[src/rtl/call_seq_pkg.sv]
package call_seq_pkg;

  typedef enum logic [2:0] {
    MC_IDLE  = 3'd0,
    MC_FETCH = 3'd1,
    MC_RDLO  = 3'd2,
    MC_RDHI  = 3'd3,
    MC_WRHI  = 3'd4,
    MC_WRLO  = 3'd5
  } mcyc_e;

  function automatic mcyc_e mc_next(input mcyc_e m);
    case (m)
      MC_FETCH: return MC_RDLO;
      MC_RDLO:  return MC_RDHI;
      MC_RDHI:  return MC_WRHI;
      MC_WRHI:  return MC_WRLO;
      default:  return MC_IDLE;
    endcase
  endfunction

  function automatic logic mc_is_read(input mcyc_e m);
    return (m == MC_FETCH) || (m == MC_RDLO) || (m == MC_RDHI);
  endfunction

  function automatic logic mc_is_write(input mcyc_e m);
    return (m == MC_WRHI) || (m == MC_WRLO);
  endfunction

endpackage

[src/rtl/call_seq_timer.sv]
module call_seq_timer
  import call_seq_pkg::*;
#(
  parameter int FETCH_T = 6,
  parameter int RW_T    = 3,
  parameter int TW      = 3,
  parameter int TCW     = 5,
  parameter int TOTAL_T = 18
) (
  input  logic           clk,
  input  logic           rst,
  input  logic           start,
  output mcyc_e          mcyc,
  output logic [TW-1:0]  tst,
  output logic           last_t,
  output logic           busy,
  output logic           done,
  output logic [TCW-1:0] tcount
);

  logic [TW-1:0] cur_len;
  mcyc_e         nxt_mc;

  always_comb begin
    cur_len = (mcyc == MC_FETCH) ? TW'(FETCH_T) : TW'(RW_T);
    busy    = (mcyc != MC_IDLE);
    last_t  = busy && (tst == cur_len);
    done    = last_t && (mcyc == MC_WRLO);
    nxt_mc  = mc_next(mcyc);
  end

  always_ff @(posedge clk) begin
    if (rst) begin
      mcyc   <= MC_IDLE;
      tst    <= '0;
      tcount <= '0;
    end else if (mcyc == MC_IDLE) begin
      if (start) begin
        mcyc   <= MC_FETCH;
        tst    <= TW'(1);
        tcount <= TCW'(1);
      end
    end else if (last_t) begin
      mcyc <= nxt_mc;
      if (nxt_mc == MC_IDLE) begin
        tst    <= '0;
        tcount <= '0;
      end else begin
        tst    <= TW'(1);
        tcount <= tcount + TCW'(1);
      end
    end else begin
      tst    <= tst + TW'(1);
      tcount <= tcount + TCW'(1);
    end
  end

  // done only in the last counted T-state
  p_done_total_r4: assert property (@(posedge clk) disable iff (rst)
    done |-> (tcount == TCW'(TOTAL_T)));

  // idle right after the final state
  p_idle_after_done_r4: assert property (@(posedge clk) disable iff (rst)
    done |=> !busy);

  // a running machine cycle advances by one regardless of start
  p_start_ignored_r9: assert property (@(posedge clk) disable iff (rst)
    (busy && !last_t) |=> (mcyc == $past(mcyc)) && (tcount == $past(tcount) + TCW'(1)));

endmodule

[src/rtl/call_seq_regs.sv]
module call_seq_regs
  import call_seq_pkg::*;
#(
  parameter int AW        = 16,
  parameter int DW        = 8,
  parameter int TW        = 3,
  parameter int SP_PREP_T = 4,
  parameter int CAP_T     = 3
) (
  input  logic          clk,
  input  logic          rst,
  input  mcyc_e         mcyc,
  input  logic [TW-1:0] tst,
  input  logic          last_t,
  input  logic          ld_en,
  input  logic [AW-1:0] ld_pc,
  input  logic [AW-1:0] ld_sp,
  input  logic [DW-1:0] rdata,
  output logic [AW-1:0] pc,
  output logic [AW-1:0] sp,
  output logic [DW-1:0] opcode,
  output logic [DW-1:0] tmp_lo,
  output logic [DW-1:0] tmp_hi
);

  logic cap_now, pc_step, pc_jump, sp_step;

  always_comb begin
    cap_now = (tst == TW'(CAP_T));
    pc_step = last_t && mc_is_read(mcyc);
    pc_jump = last_t && (mcyc == MC_WRLO);
    sp_step = ((mcyc == MC_FETCH) && (tst == TW'(SP_PREP_T))) ||
              ((mcyc == MC_WRHI) && last_t);
  end

  always_ff @(posedge clk) begin
    if (rst) begin
      opcode <= '0;
      tmp_lo <= '0;
      tmp_hi <= '0;
    end else if (cap_now) begin
      case (mcyc)
        MC_FETCH: opcode <= rdata;
        MC_RDLO:  tmp_lo <= rdata;
        MC_RDHI:  tmp_hi <= rdata;
        default:  ;
      endcase
    end
  end

  always_ff @(posedge clk) begin
    if (rst) begin
      pc <= '0;
    end else if ((mcyc == MC_IDLE) && ld_en) begin
      pc <= ld_pc;
    end else if (pc_jump) begin
      pc <= {tmp_hi, tmp_lo};
    end else if (pc_step) begin
      pc <= pc + AW'(1);
    end
  end

  always_ff @(posedge clk) begin
    if (rst) begin
      sp <= '0;
    end else if ((mcyc == MC_IDLE) && ld_en) begin
      sp <= ld_sp;
    end else if (sp_step) begin
      sp <= sp - AW'(1);
    end
  end

  // entry snapshot used only by the properties below
  logic [AW-1:0] pc_entry, sp_entry;
  always_ff @(posedge clk) begin
    if (rst) begin
      pc_entry <= '0;
      sp_entry <= '0;
    end else if ((mcyc == MC_FETCH) && (tst == TW'(1))) begin
      pc_entry <= pc;
      sp_entry <= sp;
    end
  end

  // the pushed address is the entry PC plus three
  p_ret_addr_r6: assert property (@(posedge clk) disable iff (rst)
    (mcyc == MC_WRHI) |-> (pc == pc_entry + AW'(3)));

  // stack pointer two below entry during the last write cycle
  p_sp_end_r8: assert property (@(posedge clk) disable iff (rst)
    pc_jump |-> (sp == sp_entry - AW'(2)));

  // target loaded from the two fetched bytes
  p_pc_target_r7: assert property (@(posedge clk) disable iff (rst)
    pc_jump |=> (pc == {$past(tmp_hi), $past(tmp_lo)}));

endmodule

[src/rtl/call_seq_bus.sv]
module call_seq_bus
  import call_seq_pkg::*;
#(
  parameter int AW    = 16,
  parameter int DW    = 8,
  parameter int TW    = 3,
  parameter int STB_T = 2
) (
  input  logic          clk,
  input  logic          rst,
  input  mcyc_e         mcyc,
  input  logic [TW-1:0] tst,
  input  logic [AW-1:0] pc,
  input  logic [AW-1:0] sp,
  output logic [AW-1:0] addr,
  output logic [DW-1:0] wdata,
  output logic          rd,
  output logic          wr
);

  localparam int NB = AW / DW;

  logic [DW-1:0] pc_byte [NB];

  genvar g;
  generate
    for (g = 0; g < NB; g++) begin : g_split
      assign pc_byte[g] = pc[g*DW +: DW];
    end
  endgenerate

  always_comb begin
    addr  = '0;
    wdata = '0;
    if (mc_is_read(mcyc))  addr = pc;
    if (mc_is_write(mcyc)) addr = sp;
    if (mcyc == MC_WRHI)   wdata = pc_byte[NB-1];
    if (mcyc == MC_WRLO)   wdata = pc_byte[0];
    rd = mc_is_read(mcyc)  && (tst == TW'(STB_T));
    wr = mc_is_write(mcyc) && (tst == TW'(STB_T));
  end

  // address held across a machine cycle
  p_addr_stable_r3: assert property (@(posedge clk) disable iff (rst)
    ((mcyc != MC_IDLE) && (tst != TW'(1))) |-> $stable(addr));

  // each strobe is a single-clock pulse
  p_strobe_single_r5: assert property (@(posedge clk) disable iff (rst)
    (rd || wr) |=> !(rd || wr));

endmodule

[src/rtl/call_sequencer.sv]
module call_sequencer
  import call_seq_pkg::*;
#(
  parameter int AW        = 16,
  parameter int DW        = 8,
  parameter int FETCH_T   = 6,
  parameter int RW_T      = 3,
  parameter int STB_T     = 2,
  parameter int SP_PREP_T = 4,
  localparam int TOTAL_T  = FETCH_T + 4 * RW_T,
  localparam int TCW      = $clog2(TOTAL_T + 1)
) (
  input  logic           clk,
  input  logic           rst,
  input  logic           start,
  input  logic           ld_en,
  input  logic [AW-1:0]  ld_pc,
  input  logic [AW-1:0]  ld_sp,
  output logic [AW-1:0]  mem_addr,
  output logic [DW-1:0]  mem_wdata,
  input  logic [DW-1:0]  mem_rdata,
  output logic           mem_rd,
  output logic           mem_wr,
  output logic           busy,
  output logic           done,
  output logic [TCW-1:0] t_count,
  output logic [AW-1:0]  pc_q,
  output logic [AW-1:0]  sp_q,
  output logic [DW-1:0]  opcode_q
);

  localparam int MAXT  = (FETCH_T > RW_T) ? FETCH_T : RW_T;
  localparam int TW    = $clog2(MAXT + 1);
  localparam int CAP_T = STB_T + 1;

  mcyc_e         mcyc;
  logic [TW-1:0] tst;
  logic          last_t;
  logic [DW-1:0] tmp_lo, tmp_hi;

  call_seq_timer #(
    .FETCH_T(FETCH_T), .RW_T(RW_T), .TW(TW), .TCW(TCW), .TOTAL_T(TOTAL_T)
  ) u_timer (
    .clk(clk), .rst(rst), .start(start),
    .mcyc(mcyc), .tst(tst), .last_t(last_t),
    .busy(busy), .done(done), .tcount(t_count)
  );

  call_seq_regs #(
    .AW(AW), .DW(DW), .TW(TW), .SP_PREP_T(SP_PREP_T), .CAP_T(CAP_T)
  ) u_regs (
    .clk(clk), .rst(rst), .mcyc(mcyc), .tst(tst), .last_t(last_t),
    .ld_en(ld_en), .ld_pc(ld_pc), .ld_sp(ld_sp), .rdata(mem_rdata),
    .pc(pc_q), .sp(sp_q), .opcode(opcode_q), .tmp_lo(tmp_lo), .tmp_hi(tmp_hi)
  );

  call_seq_bus #(
    .AW(AW), .DW(DW), .TW(TW), .STB_T(STB_T)
  ) u_bus (
    .clk(clk), .rst(rst), .mcyc(mcyc), .tst(tst), .pc(pc_q), .sp(sp_q),
    .addr(mem_addr), .wdata(mem_wdata), .rd(mem_rd), .wr(mem_wr)
  );

  // never read and write in the same clock
  p_no_dual_strobe_r5: assert property (@(posedge clk) disable iff (rst)
    !(mem_rd && mem_wr));

  // done is a one-clock pulse
  p_done_pulse_r4: assert property (@(posedge clk) disable iff (rst)
    done |=> !done);

  // no bus activity while idle
  p_idle_quiet_r1: assert property (@(posedge clk) disable iff (rst)
    !busy |-> (!mem_rd && !mem_wr));

endmodule

[config.mk]
export PLATFORM = sky130hd
export DESIGN_NAME = call_sequencer
export DESIGN_NICKNAME = d
export VERILOG_FILES = /design/src/rtl/call_seq_pkg.sv /design/src/rtl/call_seq_timer.sv /design/src/rtl/call_seq_regs.sv /design/src/rtl/call_seq_bus.sv /design/src/rtl/call_sequencer.sv
export SDC_FILE = /design/constraint.sdc
export NUM_CORES = 1
export LEC_CHECK = 0
export BUFFER_PORTS_ARGS = -buffer_cell sky130_fd_sc_hd__buf_2
export CAP_MARGIN = 40
export CORE_MARGIN = 5
export CORE_UTILIZATION = 56
export DETAILED_ROUTE_END_ITERATION = 7
export MAX_ROUTING_LAYER = met4
export PLACE_DENSITY = 0.86
export SLEW_MARGIN = 30
export SYNTH_ARGS = -nofsm -noshare
export SYNTH_HDL_FRONTEND = slang
export SYNTH_SLANG_ARGS = --single-unit
export TNS_END_PERCENT = 50
[constraint.sdc]
create_clock -name clk -period 5.5 [get_ports clk]
set_input_delay 1.1 -clock clk [delete_from_list [all_inputs] [get_ports clk]]
set_output_delay 1.1 -clock clk [all_outputs]
set_load 0.1 [all_outputs]
**Word level (Yosys, flattened, before mapping)**

Cells that the tools add are included.

- Flip-flop bits (word level): 67

- $add $sub $neg: 4
- Reduce and logical (&&, ||, !) cells: 22
- Eq/ne operators: 10
- Multiplexer cells: 21

Operators by type and width:

| operator | count |
|---|---|
| 16-bit two-way mux | 7 |
| 5-bit two-way mux | 4 |
| 3-bit two-way mux | 6 |
| 16-bit by 1-bit adder with 16-bit output (second input constant) | 1 |
| 8-bit two-way mux | 2 |
| 16-bit by 1-bit subtractor with 16-bit output (second input constant) | 1 |
| 3-bit by 2-bit == test with 1-bit output (second input constant) | 4 |
| 3-bit case mux with 4 select lines | 1 |
| 3-bit == test (second input constant) | 3 |
| 1-bit logical AND | 8 |
| 2-bit AND reduction | 4 |
| 3-bit zero test | 2 |
| 3-bit nonzero test | 2 |
| 5-bit by 1-bit adder with 5-bit output (second input constant) | 1 |
| 1-bit logical OR | 4 |
| 2-bit nonzero test | 2 |
| 3-bit by 1-bit adder with 3-bit output (second input constant) | 1 |
| 3-bit by 1-bit == test with 1-bit output (second input constant) | 1 |
| 3-bit == test | 1 |
| 2-bit != test (second input constant) | 1 |
| 1-bit two-way mux | 1 |

**Logic depth before layout (Yosys ltp)**

- Depth in word-level cells: 8
- Mapped depth: 10
- Depth with buffers taken out: 8

**Hierarchy**

A second synthesis with hierarchy kept.

- Cells, all modules: 512
- Area total of the unflattened synthesis: 4106.4 sq um

By module, submodules not included:

| module | area an instance (sq um) | seq. area each (sq um) | instances | cells each |
|---|---|---|---|---|
| call_seq_regs | 3072.9 | 1121.1 | 1 | 390 |
| call_seq_timer | 684.4 | 220.2 | 1 | 78 |
| call_seq_bus | 349.1 | 0.0 | 1 | 44 |

**Worst setup path after synthesis**

OpenSTA, ideal clock, no wires.

- Path type: register -> output
- Start: register u_regs.sp[3]
- End: output port mem_addr[3]
- Buffers on the path: 0
- Path slack: 1.027 ns
- Arrival time: 3.373 ns
- Data required time: 4.400 ns
- Stages on the path, launching flop included: 3
- Path through: dfxtp_1 -> inv_1 -> o21ai_0

- Word-level cells in the longest chain between the ends: 1

Ends and longest elaborated chain:

| element | RTL line | text |
|---|---|---|
| start: declaration | call_seq_regs.sv:20 | `output logic [AW-1:0] sp,` |
| start signal: assignment | call_seq_regs.sv:67 | `sp <= ld_sp;` |
| start signal: assignment | call_seq_regs.sv:69 | `sp <= sp - AW'(1);` |
| 16-bit two-way mux | call_seq_bus.sv:36 | `if (mc_is_write(mcyc)) addr = sp;` |
| end: declaration | call_sequencer.sv:19 | `output logic [AW-1:0] mem_addr,` |

No other way between the ends.

**Worst setup path in the final report**

- Start: register u_timer.mcyc[2]
- End: output port done

- Word-level cells in the longest chain between the ends: 5
- Elaborated cells between the ends (all ways): 7
- Classes of those cells: eq/ne (3); mux (1); reduce/logical (3)

Ends and longest elaborated chain:

| element | RTL line | text |
|---|---|---|
| start: declaration | call_seq_timer.sv:13 | `output mcyc_e mcyc,` |
| start signal: assignment | call_seq_timer.sv:44 | `mcyc <= nxt_mc;` |
| 3-bit by 1-bit == test with 1-bit output | call_seq_timer.sv:25 | `cur_len = (mcyc == MC_FETCH) ? TW'(FETCH_T) : TW'(RW_T);` |
| 3-bit two-way mux | call_seq_timer.sv:25 |  |
| 3-bit == test | call_seq_timer.sv:27 | `last_t = busy && (tst == cur_len);` |
| 1-bit logical AND | call_seq_timer.sv:27 |  |
| 1-bit logical AND * | call_seq_timer.sv:28 | `done = last_t && (mcyc == MC_WRLO);` |
| end: declaration | call_sequencer.sv:25 | `output logic done,` |

Mark *: on every way between the ends. The rest lies on a longest branch, timed or not.

==> run metrics <==
DRC=0; die area=between 8000 and 9000 um^2; pwr dens=330 nW/um^2; Post-synth EDFFs=0; diodes inserted=0; endpoints failing hold=0; Peak VDD IR=0.167 mV; clock power share=0.347; register area share after synthesis=0.343; Hold/Removal Path Class=reg -> reg; final instance area=~4700 um^2; # rows=30; Setup TNS Final=0 ns; Startpoint Class=register; Synth Cell Area=between 3000 and 4000 um^2; Die X-Extent=93.6 um; Nets=approximately 660; min Tclk post-route=roughly 3.7 ns; Tot GR Track Use=0.270; worst-path fanout max=20; Slew @ Worst Pin=around 0.77 ns; CTS max path bufs=2; internal power=0.967 mW; Via Count=around 4200; critical path class=reg -> out; Final GP Congestion=0.969; endpoint class of the critical path=output port; Root Driver=clkbuf_8; Filler Cell Count=550; final core occ=0.697; TritonCTS clock tree=done; Reg2Reg Depth=8; wire length per cell=approximately 17 um; final WL=11800 um; hpwl dp=about 8400 um; via/cell ratio=roughly 5.9; Layout area overhead=21.0%; depth of the CTS H-tree=3; Max Cap Viol=0; f_max=0.268 GHz; RSZ-0062 raised after global routing=false; status=complete, no violations; clk_skew=between 0.007 and 0.008 ns; die extent in y=roughly 94 um; Slew HR=0.487; final setup violation count=0; Async SR Flop Fraction=0; Clock Pin Slew Worst Setup and Hold Paths=about 0.08 ns; worst slack, placed=1.91 ns; initial core utilization=0.576; post-cts resize count=0; Sw Share=0.381; worst setup margin=1.77 ns; Leak Pwr=roughly 2.0 nW; first-pass GRT wire length=around 19000 um; top_reg_cell synth=dfxtp_1; Syn Nets=about 560; I/O Pins=between 100 and 150; Core ar.=just under 7000 um^2; hold depth=2; post-place instance area=approximately 4400 um^2; Combinational Power Share=0.292; library cells used by synthesis=62; vias in the first global route=3793; Num CTS Buffers=9; worst path required time=roughly 4.4 ns; insertion delay to the later sink of the worst-skew pair=approximately 0.35 ns; antenna-violating nets left=0; NetSw=0.596 mW; antenna violations before repair=0; share of cells above drive strength 1=0.252; overall power=approximately 1.6 mW; crit share post-route=0.679; post-synthesis cell count=510; gr ovfl total=0; crit path DAT=~2.6 ns; post-CTS setup buffer count=0; # hold bufs at CTS=0; Ys Warns=0; first-iteration detailed-routing DRC count=~440; clock sinks=67; Pre-Repair DR Iteration Count=7; max-slew violation count=0; largest net degree at the start of global routing=68; Seq pwr share=0.361; Synth Register Bits=67; Syn Area/Cell=roughly 7.7 um^2; IO buf count=116
-- placed cells by master (no fill, tap or decap), types with 4 or more instances in the layout --
| master | n |
|---|---|
| a211o_1 | 5 |
| a211oi_1 | 9 |
| a21oi_1 | 40 |
| a22o_1 | 13 |
| a22oi_1 | 8 |
| buf_2 | 115 |
| buf_4 | 4 |
| buf_6 | 4 |
| bufinv_16 | 4 |
| clkbuf_8 | 9 |
| dfxtp_1 | 67 |
| ha_1 | 7 |
| inv_1 | 11 |
| mux2i_1 | 26 |
| nand2_1 | 71 |
| nand2b_1 | 6 |
| nand3_1 | 14 |
| nand4_1 | 4 |
| nor2_1 | 63 |
| nor2b_1 | 4 |
| nor3_1 | 13 |
| o21ai_0 | 39 |
| o22ai_1 | 6 |
-- synth_stat cells, types with 5 or more instances --
cell type | instances | share of area
a211o_1 | 5 | 0.011
a211oi_1 | 9 | 0.017
a21oi_1 | 40 | 0.051
a22o_1 | 13 | 0.029
a22oi_1 | 8 | 0.015
buf_2 | 8 | 0.010
clkbuf_1 | 21 | 0.020
dfxtp_1 | 67 | 0.34
ha_1 | 7 | 0.022
inv_1 | 11 | 0.011
mux2i_1 | 26 | 0.067
nand2_1 | 71 | 0.068
nand2b_1 | 6 | 0.0096
nand3_1 | 14 | 0.018
nor2_1 | 64 | 0.061
nor3_1 | 13 | 0.017
o21ai_0 | 39 | 0.050
o22ai_1 | 6 | 0.0096
-- power by group through the flow --
| stage | logic [mW] | clock network [mW] | registers [mW] |
|---|---|---|---|
| floorplan | 0.197 | 0 | 0.738 |
| global placement | 0.437 | 0 | 0.573 |
| detailed placement | 0.449 | 0 | 0.575 |
| CTS | 0.451 | 0.544 | 0.564 |
| global route | 0.481 | 0.569 | 0.569 |
| finish | 0.456 | 0.542 | 0.564 |
-- metrics by stage --
stage	instances	hold slack (ns)
3_3_place_gp	684	0.447
4_1_cts	701	0.466
2_1_floorplan	510	0.434
6_report	704	0.472
5_1_grt	704	0.493
3_5_place_dp	686	0.456
-- registers in the layout, summed over array words and instances (netlist names) --
register,cells
u_regs.sp,16
u_regs.tmp_hi,8
u_timer.tst,3
u_timer.tcount,5
u_timer.mcyc,3
u_regs.opcode,8
u_regs.tmp_lo,8
u_regs.pc,16
-- worst max-delay path, stage by stage, from the launching register on --
cell	delay (ns)
dfxtp_1	0.68
nand4b_2	0.29
or2_1	0.41
buf_6	0.22
inv_2	0.19
buf_2	0.48
-- final cells by class --
type | count | area [um^2] | area share
flip-flops and latches | 67 | 1340 | 0.283
clock inverters | 6 | 138 | 0.0291
repair buffers | 123 | 651 | 0.137
inverters | 12 | 45.0 | 0.00951
multi-input cells | 391 | 2320 | 0.489
well taps | 96 | 120 | 0.0254
clock buffers | 9 | 124 | 0.0262
-- layer usage --
layer,global-route usage,vias up,wire [um]
li1,-,2017,-
met1,0.356,1935,5060
met2,0.415,220,5450
met3,0.0539,16,1140
met4,0.0939,0,167
met5,-,-,0
-- cell families (layout without fill, tap and decap cells) --
logic type | after synthesis | after routing | synth area share
buf+inv | 52 | 150 | 0.0656
flops | 67 | 67 | 0.343
fa+ha+maj | 7 | 7 | 0.0224
xor+xnor | 3 | 3 | 0.00672
simple gates | 202 | 202 | 0.238
mux | 26 | 26 | 0.0665
compound gates | 153 | 153 | 0.258
-- worst paths after layout --
kind | from | to | slack, ns
worst max-delay path | u_timer.mcyc[2]$_SDFFE_PP0P_ | done | 1.77
worst min-delay path | u_regs.tmp_hi[7]$_SDFFE_PP0P_ | u_regs.tmp_hi[7]$_SDFFE_PP0P_ | 0.47
worst max register to register | u_timer.mcyc[0]$_SDFFE_PP0P_ | u_regs.sp[4]$_SDFFE_PP0P_ | 2.88
worst min register to register | u_regs.tmp_hi[7]$_SDFFE_PP0P_ | u_regs.tmp_hi[7]$_SDFFE_PP0P_ | 0.47
(Power assumes the default switching activity.)
